File: src/rtl/irq_agg_pkg.sv
package irq_agg_pkg;

  typedef enum logic [1:0] {
    RA_CAUSE  = 2'd0,
    RA_MASK   = 2'd1,
    RA_SCAUSE = 2'd2,
    RA_SMASK  = 2'd3
  } reg_addr_e;

  // Bits occupied by the per-group event fields.
  function automatic logic [31:0] group_bits(int ng, int stride);
    logic [31:0] v;
    v = '0;
    for (int g = 0; g < ng; g++)
      for (int b = 0; b < stride; b++)
        v[g*stride+b] = 1'b1;
    return v;
  endfunction

  // Group fields plus the bus-error summary position.
  function automatic logic [31:0] live_bits(int ng, int stride, int sum_bit);
    logic [31:0] v;
    v = group_bits(ng, stride);
    v[sum_bit] = 1'b1;
    return v;
  endfunction

endpackage

File: src/rtl/irq_cause_map.sv
module irq_cause_map #(
  parameter int NG     = 2,
  parameter int NP     = 4,
  parameter int STRIDE = 9,
  parameter int DW     = 32
) (
  input  logic [NG*NP-1:0] err_i,
  input  logic [NG*NP-1:0] done_i,
  input  logic [NG-1:0]    coal_i,
  input  logic [NG*NP-1:0] ack_i,
  input  logic [NG-1:0]    gack_i,
  output logic [DW-1:0]    set_o,
  output logic [DW-1:0]    clr_o
);
  localparam int COAL_OFS = 2*NP;

  always_comb begin
    set_o = '0;
    clr_o = '0;
    for (int g = 0; g < NG; g++) begin
      for (int p = 0; p < NP; p++) begin
        set_o[2*p+STRIDE*g]   = err_i[g*NP+p];
        set_o[2*p+STRIDE*g+1] = done_i[g*NP+p];
        clr_o[2*p+STRIDE*g]   = ack_i[g*NP+p];
        clr_o[2*p+STRIDE*g+1] = ack_i[g*NP+p];
      end
      set_o[STRIDE*g+COAL_OFS] = coal_i[g];
      clr_o[STRIDE*g+COAL_OFS] = gack_i[g];
    end
  end
endmodule

File: src/rtl/irq_sticky_bank.sv
module irq_sticky_bank #(
  parameter int          DW    = 32,
  parameter logic [31:0] VALID = '1
) (
  input  logic          clk,
  input  logic          rst_n,
  input  logic [DW-1:0] set_i,
  input  logic [DW-1:0] clr_i,
  output logic [DW-1:0] q_o
);
  logic [DW-1:0] q_d;
  logic          q_en;

  // Set has priority so an event coinciding with its clear is kept.
  always_comb begin
    q_en = (|set_i) | (|clr_i);
    q_d  = ((q_o & ~clr_i) | set_i) & VALID[DW-1:0];
  end

  always_ff @(posedge clk or negedge rst_n) begin
    if (!rst_n)    q_o <= '0;
    else if (q_en) q_o <= q_d;
  end
endmodule

File: src/rtl/irq_sec_cause.sv
module irq_sec_cause #(
  parameter int W = 8
) (
  input  logic         clk,
  input  logic         rst_n,
  input  logic [W-1:0] evt_i,
  input  logic         wr_cause_i,
  input  logic         wr_mask_i,
  input  logic [W-1:0] wdata_i,
  output logic [W-1:0] cause_o,
  output logic [W-1:0] mask_o,
  output logic         summary_o
);
  logic [W-1:0] cause_d;
  logic         cause_en;

  always_comb begin
    cause_en  = wr_cause_i | (|evt_i);
    cause_d   = (wr_cause_i ? (cause_o & wdata_i) : cause_o) | evt_i;
    summary_o = |(cause_o & mask_o);
  end

  always_ff @(posedge clk or negedge rst_n) begin
    if (!rst_n)        cause_o <= '0;
    else if (cause_en) cause_o <= cause_d;
  end

  always_ff @(posedge clk or negedge rst_n) begin
    if (!rst_n)         mask_o <= '0;
    else if (wr_mask_i) mask_o <= wdata_i;
  end
endmodule

File: src/rtl/irq_cause_agg.sv
module irq_cause_agg
  import irq_agg_pkg::*;
#(
  parameter int NG      = 2,
  parameter int NP      = 4,
  parameter int STRIDE  = 9,
  parameter int SUM_BIT = 18,
  parameter int BERR_W  = 8,
  parameter int DW      = 32
) (
  input  logic                 clk,
  input  logic                 rst_n,
  input  logic [NG*NP-1:0]     port_err_i,
  input  logic [NG*NP-1:0]     port_done_i,
  input  logic [NG-1:0]        grp_coal_i,
  input  logic [NG*NP-1:0]     port_ack_i,
  input  logic [NG-1:0]        grp_ack_i,
  input  logic [BERR_W-1:0]    berr_evt_i,
  input  logic                 reg_we_i,
  input  logic [1:0]           reg_addr_i,
  input  logic [DW-1:0]        reg_wdata_i,
  output logic [DW-1:0]        reg_rdata_o,
  output logic                 irq_o
);
  localparam logic [31:0] EVT_BITS  = group_bits(NG, STRIDE);
  localparam logic [31:0] LIVE_BITS = live_bits(NG, STRIDE, SUM_BIT);

  logic [1:0]        rst_pipe;
  logic              rst_n_sync;
  logic [DW-1:0]     set_vec, clr_vec, cause_q, cause_rd;
  logic [DW-1:0]     main_mask_q, main_mask_d;
  logic              main_mask_en;
  logic [BERR_W-1:0] sec_cause_q, sec_mask_q;
  logic              sec_summary;
  logic              wr_scause, wr_smask;

  // Reset asserts at once, releases after two clock edges.
  always_ff @(posedge clk or negedge rst_n) begin
    if (!rst_n) rst_pipe <= '0;
    else        rst_pipe <= {rst_pipe[0], 1'b1};
  end
  assign rst_n_sync = rst_pipe[1];

  irq_cause_map #(.NG(NG), .NP(NP), .STRIDE(STRIDE), .DW(DW)) u_map (
    .err_i  (port_err_i),
    .done_i (port_done_i),
    .coal_i (grp_coal_i),
    .ack_i  (port_ack_i),
    .gack_i (grp_ack_i),
    .set_o  (set_vec),
    .clr_o  (clr_vec)
  );

  irq_sticky_bank #(.DW(DW), .VALID(EVT_BITS)) u_bank (
    .clk   (clk),
    .rst_n (rst_n_sync),
    .set_i (set_vec),
    .clr_i (clr_vec),
    .q_o   (cause_q)
  );

  always_comb begin
    wr_scause = reg_we_i && (reg_addr_e'(reg_addr_i) == RA_SCAUSE);
    wr_smask  = reg_we_i && (reg_addr_e'(reg_addr_i) == RA_SMASK);
  end

  irq_sec_cause #(.W(BERR_W)) u_sec (
    .clk        (clk),
    .rst_n      (rst_n_sync),
    .evt_i      (berr_evt_i),
    .wr_cause_i (wr_scause),
    .wr_mask_i  (wr_smask),
    .wdata_i    (reg_wdata_i[BERR_W-1:0]),
    .cause_o    (sec_cause_q),
    .mask_o     (sec_mask_q),
    .summary_o  (sec_summary)
  );

  // Main mask next state.
  always_comb begin
    main_mask_en = reg_we_i && (reg_addr_e'(reg_addr_i) == RA_MASK);
    main_mask_d  = reg_wdata_i & LIVE_BITS[DW-1:0];
  end

  always_ff @(posedge clk or negedge rst_n_sync) begin
    if (!rst_n_sync)       main_mask_q <= '0;
    else if (main_mask_en) main_mask_q <= main_mask_d;
  end

  always_comb begin
    cause_rd          = cause_q;
    cause_rd[SUM_BIT] = sec_summary;
    irq_o             = |(cause_rd & main_mask_q);
    case (reg_addr_e'(reg_addr_i))
      RA_CAUSE:  reg_rdata_o = cause_rd;
      RA_MASK:   reg_rdata_o = main_mask_q;
      RA_SCAUSE: reg_rdata_o = DW'(sec_cause_q);
      default:   reg_rdata_o = DW'(sec_mask_q);
    endcase
  end
endmodule

File: config.mk
export PLATFORM = sky130hd
export DESIGN_NAME = irq_cause_agg
export DESIGN_NICKNAME = d
export VERILOG_FILES = /design/src/rtl/irq_agg_pkg.sv /design/src/rtl/irq_cause_map.sv /design/src/rtl/irq_sticky_bank.sv /design/src/rtl/irq_sec_cause.sv /design/src/rtl/irq_cause_agg.sv
export SDC_FILE = /design/constraint.sdc
export NUM_CORES = 1
export LEC_CHECK = 0
export BUFFER_PORTS_ARGS = -buffer_cell sky130_fd_sc_hd__buf_2
export CAP_MARGIN = 20
export CELL_PAD_IN_SITES_DETAIL_PLACEMENT = 1
export CELL_PAD_IN_SITES_GLOBAL_PLACEMENT = 1
export CORE_MARGIN = 4
export CORE_UTILIZATION = 34
export CTS_CLUSTER_DIAMETER = 100
export DETAILED_ROUTE_END_ITERATION = 16
export PLACE_DENSITY_LB_ADDON = 0.1
export SLEW_MARGIN = 10
export SYNTH_ARGS = -nofsm -noshare
export SYNTH_HDL_FRONTEND = slang
export SYNTH_SLANG_ARGS = --single-unit
File: constraint.sdc
create_clock -name clk -period 1.8 [get_ports clk]
set_clock_uncertainty 0.2 [all_clocks]
set_input_delay 0.18 -clock clk [delete_from_list [all_inputs] [get_ports clk]]
set_output_delay 0.18 -clock clk [all_outputs]
set_load 0.02 [all_outputs]
* Yosys cells after proc, flatten, opt, wreduce, memory -nomap -nowiden *
Cells that the tools add are included.

storage, ports and cells
  word-level logic and storage cells = 28
  bits in registers = 55
  input port bits = 73
  output and inout port bits = 33

cells by class
  bitwise gates (word level) = 9
  equality and inequality tests = 3
  reductions and logical operators = 9
  mux-type cells = 2

operators with widths
  kind                  count
  $pmux W19 S3          1
  $reduce_or A32 Y1     1
  $and A19 B19 Y19      1
  $and A18 B18 Y18      1
  $not A18 Y18          1
  $or A18 B18 Y18       1
  $reduce_or A18 Y1     1
  $and A8 B8 Y8         2
  $reduce_or A8 Y1      2
  $reduce_or A10 Y1     1
  $mux W8               1
  $or A8 B8 Y8          1
  $eq A2 B2 Y1 const B  2
  $logic_and A1 B1 Y1   3
  $eq A2 B1 Y1 const B  1
  $logic_not A2 Y1      1
  $or A1 B1 Y1          2

* Longest topological paths before layout *
Gate-level depths: netlist of run 1.

  depth in word-level cells = 4
  gate-level depth with buffers = 5
  mapped depth without buffers = 3

* Cells and area by module *
From an unflattened synthesis of run 1, not the netlist that was laid out.

second synthesis, totals
  cell total of the unflattened synthesis = 290
  area total of the unflattened synthesis = 3315.7 sq um

by module, submodules not included
  module           area an instance (sq um)  cells each  instances  seq. area each (sq um)
  irq_cause_agg    1391.3                    110         1          525.5
  irq_sticky_bank  762.0                     69          1          450.4
  irq_sec_cause    678.2                     46          1          400.4
  irq_cause_map    484.2                     65          1          0.0

* Worst setup path after synthesis of run 1 *
Ideal clock, no wire load.

  path type = register -> output
  from = register u_sec.mask_o[3]
  to = output irq_o
  data required time = 1.420 ns
  stages on the path, launching flop included = 4
  setup slack = 0.240 ns
  path buffers = 0
  arrival = 1.180 ns
  path through = dfrtp_1 -> a22oi_1 -> nand4_1 -> a2111o_1

between the ends
  longest elaborated chain between the ends = 4

ends and longest elaborated chain
  element                 line                 RTL
  start, declared         irq_sec_cause.sv:11  output logic [W-1:0] mask_o,
  start signal, assigned  irq_sec_cause.sv:30  else if (wr_mask_i) mask_o <= wdata_i;
  $and A8 B8 Y8           irq_sec_cause.sv:20  summary_o = |(cause_o & mask_o);
  $reduce_or A8 Y1        irq_sec_cause.sv:20
  $and A19 B19 Y19        irq_cause_agg.sv:93  irq_o = |(cause_rd & main_mask_q);
  $reduce_or A32 Y1       irq_cause_agg.sv:93
  end, declared           irq_cause_agg.sv:23  output logic irq_o

No other way between the ends.

* Worst setup path in the final report of run 1 *
Same ends and word-level chain as after synthesis.

==> flow_summary.json, run 1 <==
{
  "outcome": "finished, violations left",
  "violations": "negative setup slack",
  "worstPathArrival_ns": 1.64,
  "nFillCells": 796,
  "detail_route.wl_per_cell_um": 16.3,
  "setup_violations": 4,
  "synthArstFlopShare_pct": 100,
  "multi_input_area_um2": 1160,
  "gr-total-overflow": 0,
  "intPower_uw": 2330,
  "crit_type": "flip-flop to output pin",
  "synthTopCellsByArea": "dfrtp_1 (52%), mux2_2 (7.2%), mux4_2 (6.0%)",
  "critical_path.startpoint": "u_sec.mask_o[3]",
  "clock_power_share_pct": 26.4,
  "cp-end-kind": "output pin",
  "place_hpwl_mm": 4.91,
  "synthesis.instances": 200,
  "avgSynthCellArea_um2": 13.2,
  "switchingPower_uw": 890,
  "path_max_fanout": 2,
  "nNetsFinal": 442,
  "tritoncts": "yes",
  "clk_pin_slew_ns": 0.10,
  "yosys_warnings": 0,
  "clk_path_buf_depth": 2,
  "antenna_found_initial": 0,
  "gp_congestion": 0.708,
  "portBuffers": 79,
  "ys_seq_area_share_pct": 52.0,
  "cts_sinks": 55,
  "synth_area_um2": 2650,
  "ff_latch_area_um2": 1380,
  "combPwrFrac_pct": 26.3,
  "layout_min_cycle_time_ns": 2.02,
  "fin_crit_sh_pct": 112,
  "synthDistinctLibCells": 25,
  "fin_area_um2": 4150,
  "synth_edf_count": 0,
  "postPlaceCellArea_um2": 3160,
  "htreeDepth": 2,
  "irDropWorstVdd_uv": 478,
  "clk_latency_ns": 0.30,
  "synth_top_cell_area_share_pct": 52.0,
  "power_density_nw_per_um2": 776,
  "io_pins": 106,
  "worstHoldPathType": "flip-flop to asynchronous set/reset pin",
  "required_ns": 1.42,
  "antenna_cells": 0,
  "drt-initial-drc-count": 56,
  "syn2layout_area_growth_pct": 56.8,
  "fin_hold_ws_ns": 0.0682,
  "root_buffer": "clkbuf_8",
  "dr.pass1.iters": 4,
  "grt_max_degree": 54,
  "grt_usage_pct": 17.3,
  "cts_buffers": 5,
  "fp.dieH_um": 96.2,
  "fin_ws_ns": -0.218,
  "dieWidth_um": 96.2,
  "wl_mm": 7.65,
  "vias": 2175,
  "p_sw_share_pct": 27.6,
  "postRouteAntennaNets": 0,
  "coreArea_um2": 7410,
  "die_area_um2": 9250,
  "start_util_pct": 35.7,
  "fmax_mhz": 496,
  "synthMostInstantiatedCell": "dfrtp_1",
  "yosysTopAreaCell": "dfrtp_1",
  "rsz0062_at_grt": "yes",
  "cap_violations": 0,
  "viasPerCell": 4.64,
  "drive_gt1_share_pct": 40.5,
  "slew_viol_final": 0,
  "synth_flop_cell": "dfrtp_1",
  "seq_power_share_pct": 47.3,
  "drc": 0,
  "start_kind": "flip-flop",
  "first_global_vias": 2424,
  "grt_pass1_wl_mm": 12.0,
  "p_leak_uw": 0.00194,
  "row_count": 31,
  "synthTopCellsByCount": "dfrtp_1 (55), a21o_1 (18), mux2_2 (17)",
  "hold_viol": 0,
  "synth-seq-cells": 55,
  "r2r_start": "u_sec.cause_o[1]"
}
-- power groups by stage --
stage | Clock, uW | Combinational (uW) | Sequential (uW)
3_5_place_dp | 0 | 663 | 1530
6_report | 851 | 845 | 1520
4_1_cts | 870 | 821 | 1520
3_3_place_gp | 0 | 657 | 1520
2_1_floorplan | 0 | 460 | 1510
5_1_grt | 919 | 919 | 1540
-- cells by family after synthesis --
kind of cell           synth area share, %
multiplexers                          23.7
buffers and inverters                 7.52
other                                0.284
flip-flops                            52.0
AO/OA/AOI/OAI                         11.3
AND/OR/NAND/NOR                       5.20
-- critical path, stage by stage (launching register included) --
cell	delay (ns)
dfrtp_1	0.41
a22oi_2	0.24
nand4_1	0.14
a2111o_1	0.40
buf_6	0.14
-- metrics by stage --
stage               utilization, %  instances  total power [uW]  setup slack, ns  setup TNS [ns]
finish                        56.0        469              3220           -0.218          -0.460
global route                  56.0        469              3380           -0.283          -0.742
CTS                           55.1        464              3210           -0.217          -0.361
detailed placement            42.7        382              2190          0.00542               0
global placement              42.7        382              2180           0.0152               0
floorplan                        -        212              1970            0.240               0
-- layout by cell type (no fill, tap or decap), drive strengths merged --
master        n
conb         14
bufinv        1
mux2         27
clkinv        1
a22oi        13
o21ai         8
a2111o        1
dlygate4sd3  73
nand2         2
nor2         10
nand3         2
clkbuf        6
a21oi         1
a41o          1
nand4         2
nand3b        2
dfrtp        55
inv          10
buf          97
a21o         18
mux2i        10
mux4          8
nand2b        8
-- area by class of cell --
type	instances	area share, %
Clock buffer	6	1.99
Tap cell	99	2.99
Clock inverter	2	0.845
Inverter	10	0.905
Multi-Input combinational cell	127	27.9
Timing Repair Buffer	170	32.1
Sequential cell	55	33.2
-- state kept, by name (all words and copies together) (netlist names) --
name,cells
u_sec.cause_o,8
u_sec.mask_o,8
main_mask_q,19
rst_pipe,2
u_bank.q_o,18
-- layer usage --
layer  part of all wire (%)  wire length (um)  global-route usage, %
met1                     44              3360                   22.4
met2                     49              3750                   28.8
met3                    5.6               426                   3.67
met4                    1.6               120                   5.09
met5                      0                 0                      0
-- final timing paths --
| kind | slack [ns] | to | depth (start not counted) |
|---|---|---|---|
| max | -0.22 | irq_o | 4 |
| min | 0.07 | u_bank.q_o[10] | 1 |
| max reg2reg | 0.15 | u_sec.cause_o[1] | 5 |
| min reg2reg | 0.07 | u_bank.q_o[10] | 1 |
| max in group asynchronous | 0.76 | rst_pipe[1] | 3 |
| min in group clk | 0.16 | rst_pipe[1] | 0 |
-- repair_timing --
item                                    CTS  global route
resized for setup                        16             8
endpoints found under the setup margin    4            14
pin swaps                                 4             4
hold endpoints to repair                 55             0
hold buffers                             73             0
buffers inserted                          2             5
Note: power is estimated with default switching activity, not from simulation.
==> inputs of run 2 (changes only) <==
--- a/config.mk
+++ b/config.mk
@@ -14,6 +14,7 @@
 export CTS_CLUSTER_DIAMETER = 100
 export DETAILED_ROUTE_END_ITERATION = 16
 export PLACE_DENSITY_LB_ADDON = 0.1
+export SKIP_LAST_GASP = 1
 export SLEW_MARGIN = 10
 export SYNTH_ARGS = -nofsm -noshare
 export SYNTH_HDL_FRONTEND = slang
==> run 2 against run 1 <==
  * The flow still finishes with violations (negative setup slack)
  * Sequential power is essentially flat
  * Largest cell class unchanged
  * Die area unchanged
  * Total power about the same
  * Sequential share of layout area increased by 0.060 points
  * Core utilization fell by 0.10 points
  * Via count is 0.23% higher
  * Highest routed layer unchanged
==> flow_summary.json, run 2 (synthesized netlist as in run 1, its figures left out) <==
{
  "total_power_uw": 3220,
  "critical_path.startpoint": "u_sec.mask_o[3]",
  "syn2layout_area_growth_pct": 56.5,
  "coreArea_um2": 7410,
  "crit_family": "compound AO/OA/AOI/OAI gates",
  "viasPerCell": 4.65,
  "worstHoldPathType": "flip-flop to asynchronous set/reset pin",
  "largest_reg_flops": 19,
  "crit_type": "flip-flop to output pin",
  "ff2ff_path_depth": 5,
  "postRouteAntennaNets": 0,
  "max_stage_delay_ns": 0.41,
  "largestRegisters": "main_mask_q x19, u_bank.q_o x18",
  "stdcell_count": 469,
  "cts_sinks": 55,
  "tritoncts": "yes",
  "start_util_pct": 35.7,
  "r2r_start": "u_sec.cause_o[1]",
  "die_area_um2": 9250,
  "power_density_nw_per_um2": 778,
  "fin_crit_sh_pct": 112,
  "required_ns": 1.42,
  "cp-end-kind": "output pin",
  "crit_slowest_cell": "dfrtp_1",
  "met3_usage_pct": 3.67,
  "clk_latency_ns": 0.30,
  "final_cell_mix": "buf_2 (74), dlygate4sd3_1 (73), dfrtp_1 (54), a21o_1 (18), mux2_2 (17)",
  "io_pins": 106,
  "vias": 2180,
  "setup_violations": 4,
  "path_max_fanout": 2,
  "top_register": "main_mask_q",
  "grt_use_met1_pct": 22.4,
  "root_buffer": "clkbuf_8",
  "nFillCells": 797,
  "nNetsFinal": 442,
  "path_cells": "a22oi_2, nand4_1, a2111o_1, buf_6",
  "slew_viol_final": 0,
  "rsz0062_at_grt": "yes",
  "start_kind": "flip-flop",
  "irDropWorstVdd_uv": 478,
  "critPathBufInv": 1,
  "r2r-end": "u_sec.cause_o[1]",
  "r2r_setup_slack_ns": 0.14,
  "violations": "negative setup slack",
  "p_leak_uw": 0.00194,
  "place_inst": 382,
  "place_hpwl_mm": 4.91,
  "htreeDepth": 2,
  "dr.pass1.iters": 4,
  "grt_max_degree": 54,
  "outcome": "finished, violations left",
  "antenna_cells": 0,
  "endpoint": "irq_o",
  "finalSetupTns_ns": -0.468,
  "hold_viol": 0,
  "busiest_layer": "met2",
  "clk_path_buf_depth": 2,
  "grt_usage_pct": 17.3,
  "worstPathArrival_ns": 1.64,
  "gr-total-overflow": 0,
  "fin_ws_ns": -0.218,
  "layout_min_cycle_time_ns": 2.02,
  "antenna_found_initial": 0,
  "first_global_vias": 2424,
  "drt-initial-drc-count": 57,
  "dieWidth_um": 96.2,
  "row_count": 31,
  "detail_route.wl_per_cell_um": 16.3,
  "fmax_mhz": 496,
  "grt_use_met2_pct": 28.8,
  "gp_congestion": 0.708,
  "grt_pass1_wl_mm": 12.0,
  "fp.dieH_um": 96.2,
  "layout.cells.most_common": "buf_2",
  "cap_violations": 0,
  "wl_mm": 7.66,
  "drive_gt1_share_pct": 40.5,
  "cts_buffers": 5,
  "clk_pin_slew_ns": 0.10,
  "portBuffers": 79,
  "cp_num_cells": 4,
  "drc": 0
}
[run 2: cell counts in the layout (fill, tap and decap cells not counted)]
Identical to the previous run, type by type.
[run 2: worst register-to-register path: cells and delay by family, from the launching register on]
| kind | cells | cell delay, ns |
|---|---|---|
| flip-flops | 1 | 0.41 |
| buffers and inverters | 3 | 0.79 |
| AO/OA/AOI/OAI | 1 | 0.08 |
| AND/OR/NAND/NOR | 1 | 0.07 |
[run 2: how the worst min path moves through the flow]
| stage | slack (ns) | from | depth (start not counted) | to |
|---|---|---|---|---|
| after floorplan | -0.32 | rst_n | 0 | rst_pipe[0] |
| after global placement | -0.23 | rst_n | 1 | rst_pipe[0] |
| after detailed placement | -0.23 | rst_n | 1 | rst_pipe[0] |
| after CTS | 0.08 | rst_pipe[1] | 1 | u_bank.q_o[15] |
| after global routing | 0.1 | rst_pipe[1] | 1 | u_bank.q_o[4] |
| final | 0.07 | rst_pipe[1] | 1 | u_bank.q_o[10] |
[run 2: cell type report]
class	count	area [um2]	area share [%]
sequential	55	1380	33.3
timing repair buffer	170	1330	32.0
multi-input combinational	127	1160	28.0
tap	99	124	2.99
clock buffer	6	82.6	1.99
inverter	10	37.5	0.907
clock inverter	2	35.0	0.846
[run 2: repair_timing]
item	4_1_cts	5_1_grt
pin swaps	4	4
setup endpoints to repair	4	14
resized for setup	16	6
endpoints found under the hold margin	55	0
hold buffers	73	0
setup buffers	2	5
[run 2: metal layers]
layer / vias to the layer above / share of wire [%]
met5: - / 0
met4: 0 / 1.6
met3: 11 / 5.6
met2: 66 / 49
met1: 1079 / 44
li1: 1024 / -
[run 2: stage by stage]
step | area [um2] | hold slack [ns] | utilization [%] | worst slack (ns)
floorplan | 2690 | -0.316 | - | 0.240
global placement | 3160 | -0.234 | 42.7 | 0.0152
detailed placement | 3160 | -0.233 | 42.7 | 0.00542
CTS | 4080 | 0.0819 | 55.1 | -0.217
global route | 4140 | 0.0995 | 55.9 | -0.283
finish | 4140 | 0.0686 | 55.9 | -0.218
[run 2: power breakdown]
part | total (uW) | switching (uW) | internal (uW)
combinational | 844 | 352 | 492
clock | 851 | 400 | 451
sequential | 1520 | 138 | 1390
total | 3220 | 890 | 2330
